[src/rtl/tribuf_pkg.sv]
package tribuf_pkg;
  localparam int unsigned NUM_BUF = 3;
  localparam int unsigned IDX_W   = $clog2(NUM_BUF + 1);

  typedef logic [IDX_W-1:0] buf_idx_t;

  localparam buf_idx_t RST_WR_IDX = buf_idx_t'(0);
  localparam buf_idx_t RST_RD_IDX = buf_idx_t'(1);

  // The three legal indices 0,1,2 XOR to 3, so the unused one is 3^a^b.
  function automatic buf_idx_t idle_of(input buf_idx_t a, input buf_idx_t b);
    return buf_idx_t'(3) ^ a ^ b;
  endfunction

  typedef struct packed {
    logic     fire;
    logic     take;
    logic     rpt;
    buf_idx_t nxt;
  } rd_dec_t;

  typedef struct packed {
    logic     grant;
    logic     hold;
    buf_idx_t nxt;
  } wr_dec_t;
endpackage

[src/rtl/tribuf_read_arb.sv]
module tribuf_read_arb
  import tribuf_pkg::*;
(
  input  logic     en,
  input  logic     rd_done,
  input  logic     fresh,
  input  buf_idx_t cur_rd,
  input  buf_idx_t reserve,
  output rd_dec_t  dec
);
  always_comb begin
    dec.fire = en && rd_done;
    dec.take = dec.fire && fresh;
    dec.rpt  = dec.fire && !fresh;
    dec.nxt  = dec.take ? reserve : cur_rd;
  end
endmodule

[src/rtl/tribuf_write_arb.sv]
module tribuf_write_arb
  import tribuf_pkg::*;
(
  input  logic     en,
  input  logic     wr_done,
  input  logic     waiting,
  input  logic     fresh_mid,
  input  buf_idx_t cur_wr,
  input  buf_idx_t rd_after,
  output wr_dec_t  dec
);
  logic     pending;
  buf_idx_t reserve_mid;

  always_comb begin
    pending     = en && (waiting || wr_done);
    reserve_mid = idle_of(cur_wr, rd_after);
    dec.grant   = pending && !fresh_mid;
    dec.hold    = pending && fresh_mid;
    dec.nxt     = dec.grant ? reserve_mid : cur_wr;
  end
endmodule

[src/rtl/tribuf_swap_ctrl.sv]
module tribuf_swap_ctrl
  import tribuf_pkg::*;
(
  input  logic             clk,
  input  logic             rst_n,
  input  logic             wr_done,
  input  logic             rd_done,
  output logic [IDX_W-1:0] wr_idx,
  output logic [IDX_W-1:0] rd_idx,
  output logic             wr_start,
  output logic             rd_start,
  output logic             rd_repeat,
  output logic             wr_stall
);
  buf_idx_t wr_q, rd_q;
  logic     started;
  logic     spare_fresh;
  logic     stall_q;
  logic     wr_start_q, rd_start_q, rpt_q;

  buf_idx_t reserve_now;
  logic     fresh_mid;
  logic     fresh_nxt;
  rd_dec_t  rdec;
  wr_dec_t  wdec;

  assign reserve_now = idle_of(wr_q, rd_q);

  tribuf_read_arb u_rd_arb (
    .en      (started),
    .rd_done (rd_done),
    .fresh   (spare_fresh),
    .cur_rd  (rd_q),
    .reserve (reserve_now),
    .dec     (rdec)
  );

  // The read side is settled first; the write check sees its result.
  assign fresh_mid = spare_fresh && !rdec.take;

  tribuf_write_arb u_wr_arb (
    .en        (started),
    .wr_done   (wr_done),
    .waiting   (stall_q),
    .fresh_mid (fresh_mid),
    .cur_wr    (wr_q),
    .rd_after  (rdec.nxt),
    .dec       (wdec)
  );

  assign fresh_nxt = wdec.grant ? 1'b1 : fresh_mid;

  always_ff @(posedge clk) begin
    if (!rst_n) begin
      wr_q        <= RST_WR_IDX;
      rd_q        <= RST_RD_IDX;
      started     <= 1'b0;
      spare_fresh <= 1'b0;
      stall_q     <= 1'b0;
      wr_start_q  <= 1'b0;
      rd_start_q  <= 1'b0;
      rpt_q       <= 1'b0;
    end else if (!started) begin
      started     <= 1'b1;
      wr_start_q  <= 1'b1;
      rd_start_q  <= 1'b1;
      rpt_q       <= 1'b1;
    end else begin
      rd_q        <= rdec.nxt;
      wr_q        <= wdec.nxt;
      spare_fresh <= fresh_nxt;
      stall_q     <= wdec.hold;
      wr_start_q  <= wdec.grant;
      rd_start_q  <= rdec.fire;
      rpt_q       <= rdec.rpt;
    end
  end

  assign wr_idx    = wr_q;
  assign rd_idx    = rd_q;
  assign wr_start  = wr_start_q;
  assign rd_start  = rd_start_q;
  assign rd_repeat = rpt_q;
  assign wr_stall  = stall_q;
endmodule

[config.mk]
export PLATFORM = sky130hd
export DESIGN_NAME = tribuf_swap_ctrl
export DESIGN_NICKNAME = d
export VERILOG_FILES = /design/src/rtl/tribuf_pkg.sv /design/src/rtl/tribuf_read_arb.sv /design/src/rtl/tribuf_write_arb.sv /design/src/rtl/tribuf_swap_ctrl.sv
export SDC_FILE = /design/constraint.sdc
export NUM_CORES = 1
export LEC_CHECK = 0
export ABC_AREA = 1
export CAP_MARGIN = 20
export CORE_AREA = 3 3 40 42
export DETAILED_ROUTE_END_ITERATION = 16
export DIE_AREA = 0 0 43 45
export DONT_BUFFER_PORTS = 1
export HOLD_SLACK_MARGIN = 0.15
export PLACE_DENSITY_LB_ADDON = 0.1
export SLEW_MARGIN = 20
export SYNTH_ARGS = -nofsm -noshare
export SYNTH_HDL_FRONTEND = slang
export SYNTH_SLANG_ARGS = --single-unit
[constraint.sdc]
create_clock -name clk -period 1.1 [get_ports clk]
set_input_delay 0.11 -clock clk [delete_from_list [all_inputs] [get_ports clk]]
set_output_delay 0.11 -clock clk [all_outputs]
set_load 0.05 [all_outputs]
Word level (Yosys, flattened, before mapping). Cells that the tools add are included.

Multiplexer cells: 6. Bitwise logic cells: 3. Reductions and logical operators: 12.

Operators with widths (number): $logic_and 1x1->1 (7); $mux 1 (5); $xor 2x2->2 (2); $logic_not 1->1 (3); $mux 2 (1); $not 2->2 (1); $reduce_and 2->1 (1); $logic_or 1x1->1 (1).

Register bits: 10. Input port bits: 4.

Longest topological paths before layout.
Word-level depth: 7. Gate-level depth with buffers: 8. Mapped depth without buffers: 8.

Modules after synthesis. From an unflattened synthesis, not the netlist that was laid out.

Cells, all modules: 79. Area, all modules: 498.0 µm².

By module, submodules not included: tribuf_swap_ctrl (instances 1, cells each 42, area each 340.3 µm², sequential area each 200.2 µm²); tribuf_write_arb (instances 1, cells each 26, area each 105.1 µm², sequential area each 0.0 µm²); tribuf_read_arb (instances 1, cells each 11, area each 52.6 µm², sequential area each 0.0 µm²).

Worst setup path before layout. No wires, ideal clock.

Path kind: flip-flop to flip-flop. From: register stall_q (netlist: wr_stall). To: register wr_q[0] (netlist: wr_idx[0]). Setup time: 0.117 ns. Data arrival time: 1.187 ns. Required time: 0.983 ns. Setup slack: -0.204 ns. Cell stages (with the launch flop): 6. Buffers on the path: 0. Period minus slack after synthesis: 1.304 ns. Path through: dfxtp_1 o21ai_1 nor2_2 nand3_1 nand2_1 nor2_1.

Word-level cells in the longest chain between the ends: 4.

Ends and longest elaborated chain: start, declared (line tribuf_swap_ctrl.sv:18) `logic stall_q;`; start signal, assigned (line tribuf_swap_ctrl.sv:72) `stall_q <= wdec.hold;`; $logic_or 1x1->1 (line tribuf_write_arb.sv:16) `pending = en && (waiting || wr_done);`; $logic_and 1x1->1 (line tribuf_write_arb.sv:16); $logic_and 1x1->1 (line tribuf_write_arb.sv:18) `dec.grant = pending && !fresh_mid;`; $reduce_and 2->1 (no line); end signal, assigned (line tribuf_swap_ctrl.sv:70) `wr_q <= wdec.nxt;`; end, declared (line tribuf_swap_ctrl.sv:15) `buf_idx_t wr_q, rd_q;`.

No other way between the ends. A chain may end at the register's enable or synchronous reset.

Worst setup path after layout.
From: input port wr_done. To: register wr_q[0] (netlist: wr_idx[0]).

Word-level cells in the longest chain between the ends: 4.

Ends and longest elaborated chain: start, declared (line tribuf_swap_ctrl.sv:6) `input logic wr_done,`; $logic_or 1x1->1 (line tribuf_write_arb.sv:16); $logic_and 1x1->1 (line tribuf_write_arb.sv:16); $logic_and 1x1->1 (line tribuf_write_arb.sv:18); $reduce_and 2->1 (no line).

No other way between the ends.

==> impl_metrics.json <==
{
  "status": "complete, no violations",
  "hp-class": "in -> reg",
  "grt_max_degree": 7,
  "vias": 341,
  "drt_iter0_drc": 8,
  "yosys-top-cells-count": "11 x nor2_1, 10 x dfxtp_1, 10 x nand2_1, 6 x inv_1, 4 x nand3_1",
  "fmax_ghz": 0.987,
  "holdPathStages": 5,
  "critPathLaunchType": "input pin",
  "post-route-min-period_ns": 1.01,
  "cts_tree": "built",
  "worstPathMaxFanout": 5,
  "maxSlewViolCount": 0,
  "synth-seq-cells": 10,
  "drv_cap": 0,
  "rows": 13,
  "avgSynthCellArea_um2": 7.38,
  "synth_most_common_cell": "nor2_1",
  "grt_pass1_vias": 332,
  "grt-busiest-layer": "met2",
  "vias_per_cell": 4.32,
  "netlist_instances": 51,
  "use_met2_pct": 15.9,
  "start_util_pct": 29.3,
  "drt_wl_total_um": 799,
  "syn_to_final_growth_pct": 36.2,
  "worstMarginPinSlew_ns": 0.490,
  "ir_worst_vdd_mv": 1.14,
  "drcViolationCount": 0,
  "drt_pre_antenna_iters": 4,
  "synth_cell_types": 12,
  "clk_pin_slew_ns": 0.06,
  "ant_nets": 0,
  "rsz0062_at_grt": "no",
  "dp_hpwl_um": 616,
  "setup_viol": 0,
  "ff2ff_path_depth": 4,
  "cp.required_ns": 1.26,
  "drive_gt1_share_pct": 29.7,
  "grtUsageTotal_pct": 10.3,
  "core-area_um2": 1280,
  "synth_top_area_share_pct": 53.2,
  "syn-num-nets": 55,
  "maxSlewHeadroom_pct": 67.3,
  "antennaDiodeCount": 0,
  "hold_viol": 0,
  "post-route-util_pct": 39.9,
  "die_x_um": 43,
  "leakage_nw": 0.250,
  "synth_area_leaders": "dfxtp_1 53%, nor2_1 11%, nand2_1 10%, inv_1 6.0%, nand3_1 5.3%",
  "final_nets": 69,
  "worstSetupEndpointType": "flop",
  "insertion_delay_ns": 0.26,
  "ys_warn_count": 0,
  "clkSinkCount": 10,
  "die_y_um": 45,
  "synth.largest_area_cell": "dfxtp_1",
  "synthArstFlopShare_pct": 0,
  "synth_edf_count": 0,
  "synth_area_um2": 377,
  "fin_crit_sh_pct": 92.1,
  "cts_max_level": 1,
  "skew_ns": 0.00162,
  "met3_usage_pct": 8.37,
  "hold_ws_ns": 0.179,
  "dieArea_um2": 1940,
  "powerDensity_nw_per_um2": 1650,
  "critPathKind": "in -> reg",
  "synth_seq_area_share_pct": 53.2,
  "cts_root_buf": "clkbuf_4",
  "synth_flop_cell": "dfxtp_1",
  "io_pins": 12,
  "wire_per_inst_um": 10.1,
  "io_buffer_count": 0,
  "numCtsBuffers": 3,
  "crit_arrival_ns": 1.17,
  "overflow": 0,
  "grt_pass1_wl_um": 1430,
  "antenna_found_initial": 0,
  "post_cts_buffers": 0,
  "grtUsageMet1_pct": 10.7,
  "gp_congestion": 0.687,
  "clockBufferDepth": 2
}
==> sequential cells by signal, summed over array words and instances (netlist names) <==
register and cells:
rd_idx 2, rd_repeat 1, rd_start 1, spare_fresh 1, started 1, wr_idx 2
wr_stall 1, wr_start 1
==> through the flow <==
step                std cells  TNS, ns  setup slack, ns  power (mW)  cell area [µm²]
floorplan                  51  -0.0454          -0.0454       0.495              382
global placement           72        0            0.106       0.519              445
detailed placement         72        0           0.0602       0.521              445
CTS                        79        0           0.0530       0.870              512
global route               79        0          0.00938       0.909              513
finish                     79        0           0.0866       0.848              513
==> repair_timing <==
| action | in CTS | in global routing |
|---|---|---|
| gates resized for setup | 0 | 1 |
| hold endpoints to repair | 10 | 0 |
| hold buffers | 3 | 0 |
| setup endpoints to repair | 0 | 2 |
==> kinds of logic after synthesis <==
logic type | share of synthesized area (%)
and+or+nand+nor | 32.6
buffers and inverters | 6.98
DFF | 53.2
AOI/OAI and AO/OA | 7.31
==> report_power, final <==
group	switching (mW)	leakage [nW]	internal [mW]
clock	0.126	0.0210	0.201
combinational	0.0654	0.145	0.0361
sequential	0.0368	0.0844	0.383
==> worst paths after layout <==
check / start / end / slack [ns]
min: rd_done / rd_idx[0] / 0.18
max reg2reg: spare_fresh / wr_idx[1] / 0.10
min reg2reg: rd_idx[0] / rd_idx[0] / 0.56
max: wr_done / wr_idx[0] / 0.09
==> metal layers <==
| layer | wire length [µm] | vias to the layer above |
|---|---|---|
| met1 | 346 | 150 |
| met5 | 0 | - |
| li1 | - | 181 |
| met2 | 378 | 8 |
| met4 | 11 | 0 |
| met3 | 63 | 2 |
==> critical path, stage by stage <==
cell           delay [ns]
dlygate4sd3_1        0.53
o21ai_1              0.08
nor2_2               0.24
nand3_1              0.11
nand2_1              0.06
nor2_1               0.03
==> cell usage in the layout (no fill, tap or decap) <==
cell type,netlist,final
a21boi_1,1,1
a21oi_1,3,3
buf_4,0,6
clkbuf_4,0,3
clkbuf_8,0,1
dfxtp_1,10,5
dfxtp_2,0,5
dlygate4sd3_1,0,3
inv_1,6,6
inv_2,1,1
nand2_1,10,10
nand2_2,2,2
nand3_1,4,4
nor2_1,11,11
nor2_2,1,1
nor3_1,1,1
o21ai_1,1,1
==> final cells by class <==
class	instances	area, µm²
Multi-Input combinational cell	34	150
Timing Repair Buffer	9	75.1
Clock buffer	4	36.3
Tap cell	15	18.8
Inverter	7	26.3
Sequential cell	10	206
Fill cell	131	772
No activity file was read; power rests on OpenSTA's default activity.
